[src/rtl/gpr_pkg.sv]
// Shared field positions, encodings and the per-pin result record of
// the GPIO pin resolver. Assumes a 32-bit configuration word per pin.
package gpr_pkg;
    localparam int CFG_W      = 32;
    localparam int DIR_BIT    = 0;
    localparam int INDIS_BIT  = 1;
    localparam int PULL_LO    = 2;
    localparam int DRV_LO     = 8;
    localparam int SENSE_LO   = 16;

    typedef enum logic [1:0] {
        PULL_NONE = 2'd0,
        PULL_DOWN = 2'd1,
        PULL_RSVD = 2'd2,
        PULL_UP   = 2'd3
    } pull_e;

    typedef enum logic [1:0] {
        SENSE_OFF  = 2'd0,
        SENSE_RSVD = 2'd1,
        SENSE_HIGH = 2'd2,
        SENSE_LOW  = 2'd3
    } sense_e;

    typedef struct packed {
        logic in_bit;
        logic conn;
        logic lvl;
        logic shorted;
        logic hit;
    } pin_res_t;
endpackage

[src/rtl/gpr_pin_cell.sv]
// Combinational resolution of one pin: decides the driver connection,
// the pull override, the next input bit, the short warning and the
// sense match. Assumes in_cur is the stored input bit of this pin.
module gpr_pin_cell
    import gpr_pkg::*;
(
    input  logic [CFG_W-1:0] cfg,
    input  logic             out_bit,
    input  logic             ext_drv,
    input  logic             ext_lvl,
    input  logic             in_cur,
    output pin_res_t         res
);
    logic       mode_ok;
    logic       drv_real;
    logic       has_pull;
    logic       pull_lvl;
    pull_e      pull;
    sense_e     sense;
    logic [2:0] drv_mode;

    // Decode fields and decide whether the driver is connected.
    always_comb begin
        drv_mode = cfg[DRV_LO +: 3];
        pull     = pull_e'(cfg[PULL_LO +: 2]);
        sense    = sense_e'(cfg[SENSE_LO +: 2]);
        case (drv_mode[2:1])
            2'b10:   mode_ok = out_bit;
            2'b11:   mode_ok = !out_bit;
            default: mode_ok = 1'b1;
        endcase
        drv_real = mode_ok && cfg[DIR_BIT];
        has_pull = (pull == PULL_DOWN) || (pull == PULL_UP);
        pull_lvl = (pull == PULL_UP);
    end

    // Resolve input bit, effective drive, short and sense for this pin.
    always_comb begin
        res.conn    = drv_real;
        res.lvl     = out_bit;
        res.in_bit  = in_cur;
        res.shorted = 1'b0;
        res.hit     = 1'b0;
        if (cfg[INDIS_BIT]) begin
            if (has_pull) res.in_bit = pull_lvl;
        end else if (ext_drv) begin
            res.in_bit  = ext_lvl;
            res.shorted = drv_real && (out_bit != ext_lvl);
            res.hit     = ((sense == SENSE_HIGH) && ext_lvl) ||
                          ((sense == SENSE_LOW) && !ext_lvl);
        end else begin
            if (has_pull && !drv_real) begin
                res.conn = 1'b1;
                res.lvl  = pull_lvl;
            end
            if (res.conn) res.in_bit = res.lvl;
        end
    end
endmodule

[src/rtl/gpr_detect_merge.sv]
// Merges the per-pin sense matches into one detect level (wired-OR).
// Assumes hits are already qualified by the pin cells.
module gpr_detect_merge #(
    parameter int NPIN = 32
) (
    input  logic [NPIN-1:0] hits,
    output logic            det
);
    // OR-reduce all pin matches.
    always_comb det = |hits;
endmodule

[src/rtl/gpr_resolver_top.sv]
// GPIO pin resolver top: one pin cell per pin, the detect merge and the
// evaluation registers, including the recorded drive state used for the
// change strobe. All outputs are registered; eval_en gates every update.
module gpr_resolver_top
    import gpr_pkg::*;
#(
    parameter int NPIN = 32
) (
    input  logic                  clk,
    input  logic                  rst_n,
    input  logic                  eval_en,
    input  logic [NPIN*CFG_W-1:0] cfg_words,
    input  logic [NPIN-1:0]       out_reg,
    input  logic [NPIN-1:0]       ext_drv,
    input  logic [NPIN-1:0]       ext_lvl,
    output logic [NPIN-1:0]       in_reg,
    output logic [NPIN-1:0]       pad_oe,
    output logic [NPIN-1:0]       pad_lvl,
    output logic [NPIN-1:0]       short_vec,
    output logic                  detect,
    output logic [NPIN-1:0]       chg_strobe
);
    pin_res_t [NPIN-1:0] res;
    logic [NPIN-1:0] in_q, oe_q, lvl_q, short_q, chg_q;
    logic [NPIN-1:0] in_n, conn_n, lvl_n, short_n, hit_n;
    logic            det_q, det_n;

    for (genvar i = 0; i < NPIN; i++) begin : g_pin
        gpr_pin_cell u_cell (
            .cfg     (cfg_words[i*CFG_W +: CFG_W]),
            .out_bit (out_reg[i]),
            .ext_drv (ext_drv[i]),
            .ext_lvl (ext_lvl[i]),
            .in_cur  (in_q[i]),
            .res     (res[i])
        );
        assign in_n[i]    = res[i].in_bit;
        assign conn_n[i]  = res[i].conn;
        assign lvl_n[i]   = res[i].lvl;
        assign short_n[i] = res[i].shorted;
        assign hit_n[i]   = res[i].hit;
    end

    gpr_detect_merge #(.NPIN(NPIN)) u_merge (
        .hits (hit_n),
        .det  (det_n)
    );

    // Evaluation registers and change tracking against the recorded state.
    always_ff @(posedge clk) begin
        if (!rst_n) begin
            in_q    <= '0;
            oe_q    <= '0;
            lvl_q   <= '0;
            short_q <= '0;
            chg_q   <= '0;
            det_q   <= 1'b0;
        end else if (eval_en) begin
            in_q    <= in_n;
            oe_q    <= conn_n;
            lvl_q   <= lvl_n;
            short_q <= short_n;
            det_q   <= det_n;
            chg_q   <= (conn_n ^ oe_q) | (lvl_n ^ lvl_q);
        end else begin
            chg_q   <= '0;
        end
    end

    assign in_reg     = in_q;
    assign pad_oe     = oe_q;
    assign pad_lvl    = lvl_q & oe_q;
    assign short_vec  = short_q;
    assign detect     = det_q;
    assign chg_strobe = chg_q;
endmodule

[config.mk]
export PLATFORM = sky130hd
export DESIGN_NAME = gpr_resolver_top
export DESIGN_NICKNAME = d
export VERILOG_FILES = /design/src/rtl/gpr_pkg.sv /design/src/rtl/gpr_pin_cell.sv /design/src/rtl/gpr_detect_merge.sv /design/src/rtl/gpr_resolver_top.sv
export SDC_FILE = /design/constraint.sdc
export NUM_CORES = 1
export LEC_CHECK = 0
export BUFFER_PORTS_ARGS = -buffer_cell sky130_fd_sc_hd__buf_2
export CAP_MARGIN = 20
export CELL_PAD_IN_SITES_DETAIL_PLACEMENT = 1
export CELL_PAD_IN_SITES_GLOBAL_PLACEMENT = 2
export CORE_AREA = 2 2 498 500
export CTS_BUF_LIST = sky130_fd_sc_hd__clkbuf_16
export CTS_CLUSTER_DIAMETER = 50
export DETAILED_ROUTE_END_ITERATION = 10
export DIE_AREA = 0 0 500 502
export PLACE_DENSITY_LB_ADDON = 0.1
export SETUP_SLACK_MARGIN = 0.4
export SKIP_LAST_GASP = 1
export SLEW_MARGIN = 15
export SYNTH_ARGS = -nofsm -noshare
export SYNTH_HDL_FRONTEND = slang
export SYNTH_SLANG_ARGS = --single-unit
[constraint.sdc]
create_clock -name clk -period 1.3 [get_ports clk]
set_input_delay 0.26 -clock clk [delete_from_list [all_inputs] [get_ports clk]]
set_output_delay 0.26 -clock clk [all_outputs]
set_load 0.01 [all_outputs]
---- After elaboration in Yosys (flattened, before gate mapping) ----
Index checks and enable logic that the tools add are counted.
storage, ports and cells
  bits in registers ....................... 161
  output and inout bits ................... 161
  logic and storage cells ................. 1035
cells by class
  eq/ne operators ......................... 256
  multiplexer cells ....................... 352
  bitwise logic cells ..................... 4
  reductions and logical operators ........ 386
operator list
  cell                                                                     count
  2-bit equality test, second input constant                               160
  2-bit two-way mux                                                        160
  1-bit logical AND                                                        160
  1-bit two-way mux                                                        128
  4-bit two-way mux                                                        32
  1-bit logical NOT                                                        96
  3-bit AND reduction                                                      32
  3-bit nonzero test                                                       32
  2-bit by 1-bit equality test with 1-bit output, second input constant    32
  1-bit logical OR                                                         64
  2-bit by 1-bit inequality test with 1-bit output, second input constant  32
  1-bit one-hot mux with 2 select lines                                    32
  32-bit bitwise XOR                                                       2
  32-bit AND                                                               1
  1-bit inequality test                                                    32
  32-bit OR                                                                1
  32-bit OR reduction                                                      1
  2-bit AND reduction                                                      1

---- Longest topological paths before layout ----
  depth in word-level cells ............... 12
  depth in mapped cells ................... 6
  depth with buffers taken out ............ 5

---- Hierarchy ----
A second synthesis with hierarchy kept.
second synthesis, totals
  cell total of the unflattened synthesis .. 1359
  area total of the unflattened synthesis .. 12366.9 µm²
modules (own cells, without submodules)
  module            instances  cells an instance  area each (µm²)
  gpr_resolver_top  1          580                6566.3
  gpr_pin_cell      32         24                 178.9
  gpr_detect_merge  1          11                 75.1

---- Least setup slack after synthesis ----
OpenSTA, ideal clock, no wires.
  kind .................................... input -> register
  start ................................... in cfg_words[745]
  end ..................................... reg chg_q[23], in the netlist chg_strobe[23]
  setup time .............................. 0.070 ns
  arrival time ............................ 1.170 ns
  data required time ...................... 1.230 ns
  slack ................................... 0.060 ns
  stages .................................. 5
  buffers on the path ..................... 0
  path through ............................ nand2b_1 -> a2111oi_2 -> o22ai_1 -> xor2_1 -> a21oi_1
on the way
  longest elaborated chain between the ends .. 12
ends and longest elaborated chain
  element                                    RTL line                source
  from (decl)                                gpr_resolver_top.sv:12  input logic [NPIN*CFG_W-1:0] cfg_words,
  2-bit equality test                        gpr_pin_cell.sv:27      case (drv_mode[2:1])
  1-bit one-hot mux with 2 select lines (*)  gpr_pin_cell.sv:27
  1-bit logical AND (*)                      gpr_pin_cell.sv:32      drv_real = mode_ok && cfg[DIR_BIT];
  1-bit logical NOT                          gpr_pin_cell.sv:52      if (has_pull && !drv_real) begin
  1-bit logical AND                          gpr_pin_cell.sv:52
  2-bit two-way mux                          gpr_pin_cell.sv:52
  2-bit two-way mux                          gpr_pin_cell.sv:46      end else if (ext_drv) begin
  2-bit two-way mux                          gpr_pin_cell.sv:44      if (cfg[INDIS_BIT]) begin
  2-bit two-way mux                          gpr_pin_cell.sv:46
  4-bit two-way mux (*)                      gpr_pin_cell.sv:44
  32-bit bitwise XOR                         gpr_resolver_top.sv:64  chg_q <= (conn_n ^ oe_q) | (lvl_n ^ lvl_q);
  32-bit OR (*)                              gpr_resolver_top.sv:64
  to (signal assigned)                       gpr_resolver_top.sv:64
  to (decl)                                  gpr_resolver_top.sv:24  logic [NPIN-1:0] in_q, oe_q, lvl_q, short_q, chg_q;
Mark *: on every way between the ends. The rest lies on a longest branch, timed or not. The select of a mux whose other input is x is not followed.
A chain may end at the register's enable or synchronous reset.

---- Worst setup path in the final report ----
  start ................................... reg oe_q[29], in the netlist pad_oe[29]
  end ..................................... out pad_lvl[29]
on the way
  longest elaborated chain between the ends .. 1
ends and longest elaborated chain
  element                 RTL line                source
  from (decl)             gpr_resolver_top.sv:24
  from (signal assigned)  gpr_resolver_top.sv:60  oe_q <= conn_n;
  32-bit AND              gpr_resolver_top.sv:72  assign pad_lvl = lvl_q & oe_q;
  to (decl)               gpr_resolver_top.sv:18  output logic [NPIN-1:0] pad_lvl,
Every way passes these cells.

==> impl_results.md <==
* Status: finished, violations left
* Failing checks: negative setup slack
* Reg2Reg Depth at 5
* Antenna violations before repair at 91
* Warnings from Yosys at 0
* Synth Flop Type: dfxtp_1
* Global Route Usage Sum at 0.08712
* RSZ-0062 raised after global routing: yes
* Number of I/O port buffers at 515
* Power density cells at 725.5 mW/mm^2
* Least-Margin Pin Slew at 0.6610 ns
* Die height at 502 um
* Critical setup path kind: flop to output port
* Pre-antenna DRT Iters at 4
* Clock Sinks at 161
* Worst slack at placement at -1.253 ns
* Cell variety after synth at 49
* Endpoints failing hold at 0
* Crit. End Element: output port
* Via density at 2.617
* Fin worst setup slack at -0.1589 ns
* Die area at 0.2510 mm^2
* Initial core utilization at 0.04537
* Drt drc at 0
* Clock Tree Buf Depth at 2
* CP arrival at 1.20 ns
* Final min period at 1.459 ns
* Max-slew violation count at 0
* Relative slew slack at 0.5584
* Worst R2R End: chg_strobe[31]
* Total global routing overflow at 0
* Final Skew at 0.01670 ns
* Final GP Congestion at 0.7394
* CTS tree: built
* Die Span X at 500 um
* Layout fillers at 28995
* Hold Path Depth at 3
* Root buf cell: clkbuf_16
* CP Max Fanout at 3
* Area Overhead vs Synth at 124.3%
* Worst IR Drop VDD at 1126 uV
* Internal reg-to-reg setup slack at 0.17 ns
* Placed insts at 5522
* Max Freq at 685.5 MHz
* Start of the worst register-to-register path: pad_oe[31]
* Worst skew pair latency at 0.55 ns
* Clk pin slew, worst setup/hold paths at 0.08 ns
* DRT iter0 DRCs at 476
* # IOs at 1284
* WL per Instance at 19.61 um
* Post-Synthesis Cells at 1486
* Largest net degree at the start of global routing at 26
* Sequential area share after synthesis at 0.2897
* HP Start: rst_n
* Worst EP required at 1.04 ns
* Non-Filler Instances at 5681
* Routed wire length at 111.4 mm
* Mapped Nets at 2609
* Multi-input logic area at 0.008242 mm^2
* Hold Path Class: input port to flop
* Leak at 10.45 nW
* Mapped Avg Cell Area at 7.488 um^2
* Number of synthesized flops with an enable pin at 0
* CTS Buf Count at 17
* Post-synth ARST share at 0
* Total design power at 18.11 mW
* HPWL Detailed at 98.63 mm
* Register area at 0.003520 mm^2
* # nets final at 3554
* Layout cells sized above 1 at 0.5953
* Final count of negative-setup-slack endpoints at 82
* MaxCap Viol Count at 0
* Vias in the first global route at 16229
* Total number of vias at 14867
* Remaining antenna violation count at 0
* Netlist Area Pre-Place at 0.01113 mm^2
* Hold endpoint: detect
* Tcrit/Tclk final at 1.122
* Rows at 182
* First-pass GRT wire length at 146.6 mm
* Core footprint at 0.2453 mm^2
* Type of origin of the critical path: flop
* # H-tree levels at 4
* #FFs+latches synth at 161
## worst max-delay path by stage
| stage | start | endpoint | slack (ns) |
|---|---|---|---|
| 6_report | pad_oe[29] | pad_lvl[29] | -0.16 |
| 5_1_grt | pad_oe[2] | pad_lvl[2] | -0.25 |
| 4_1_cts | cfg_words[48] | detect | -0.25 |
| 3_5_place_dp | ext_lvl[21] | detect | -1.25 |
| 3_3_place_gp | ext_lvl[21] | detect | -1.27 |
| 2_1_floorplan | ext_drv[29] | chg_strobe[29] | 0.1 |
## synthesized netlist by cell type, types with 2 or more instances
cell type,instances,area share
a211o_1,2,0.0016
buf_4,32,0.022
nand2_1,154,0.052
nor2_1,96,0.032
or3_1,2,0.0011
a32o_1,31,0.028
a22o_1,3,0.0024
nand4_1,30,0.017
nand2b_1,37,0.021
clkbuf_1,20,0.0067
and3_1,2,0.0011
o31ai_1,3,0.0020
a22oi_1,2,0.0013
a31oi_1,2,0.0011
a21boi_1,31,0.021
o41ai_1,30,0.024
nor4_1,2,0.0011
a21oi_1,100,0.045
buf_2,10,0.0045
o221ai_1,2,0.0016
a21boi_0,33,0.022
o22ai_1,3,0.0017
a221oi_1,29,0.023
o211ai_1,58,0.039
and2_1,33,0.019
xnor2_1,69,0.054
xor2_1,91,0.072
inv_1,154,0.052
a2111oi_2,2,0.0027
buf_1,4,0.0013
o21a_1,2,0.0013
a21o_1,30,0.020
dfxtp_1,161,0.29
o21ai_0,150,0.067
nor2b_1,31,0.017
nand3_1,2,0.00090
a211oi_1,31,0.021
## repair_timing
action / in CTS / in global routing
endpoints found under the setup margin: 165 / 207
pin swaps: 20 / 51
hold buffers: 4 / 0
setup buffers: 68 / 38
gates resized for setup: 544 / 106
hold endpoints to repair: 4 / 0
## where the power goes
group	total, mW	switching [mW]	internal (mW)	leakage (nW)
logic	6.64	3.34	3.30	8.76
registers	5.53	0.277	5.25	1.40
clock network	5.93	3.32	2.61	0.292
total	18.1	6.94	11.2	10.4
## layout make-up
cell class                 count  share of cell area
inverter                     155             0.02356
multi-input combinational   1103              0.3303
antenna                       17            0.001705
timing repair buffer         993              0.3177
clock buffer                  17             0.01705
tap                         3220              0.1614
clock inverter                15            0.007220
sequential                   161              0.1410
## cell usage in the layout, fill, tap and decap left out, types with 24 or more instances in the layout
cell type / count
a21oi_1: 90
nand4_1: 30
nand2b_1: 35
buf_12: 39
a221oi_1: 24
dfxtp_2: 123
xor2_1: 82
buf_2: 347
inv_1: 153
buf_6: 203
o21ai_0: 93
a21o_1: 30
buf_4: 386
and2_4: 33
o41ai_2: 27
xnor2_2: 34
a32o_2: 26
a21boi_2: 56
xnor2_1: 35
dfxtp_4: 38
a211oi_1: 26
nor2_1: 62
o211ai_1: 58
o21ai_1: 57
nor2b_1: 29
nand2_1: 146
## layer usage
metal	routed length (um)	vias up	share of wire	GRT usage
met5	384	-	0.0034	0
met4	1482	62	0.013	0.01302
met3	10190	166	0.091	0.03895
met2	52050	438	0.47	0.1447
met1	47300	7076	0.42	0.1045
li1	-	7125	-	-
## through the flow
step	hold WS [ns]	util	instance area (um^2)	TNS (ns)
after global routing	0.01414	0.1016	24930	-19.27
after CTS	0.004247	0.09853	24170	-19.85
final	0.06359	0.1018	24960	-6.902
after detailed placement	0.4484	0.08764	21490	-17.92
after global placement	0.4532	0.08764	21490	-17.66
after floorplan	0.3983	-	12280	0
## worst max-delay path, stage by stage, from the launching register on
cell     delay, ns
dfxtp_4       0.37
and2_4        0.17
buf_6         0.11
## cells by family after synthesis
logic type,count (synthesis),synth area share
xor gates and xnor gates,160,0.1259
and+or+nand+nor,394,0.1654
buffers and inverters,222,0.08748
AOI/OAI and AO/OA,549,0.3315
DFF,161,0.2897
Note: power is estimated with default switching activity, not from simulation.
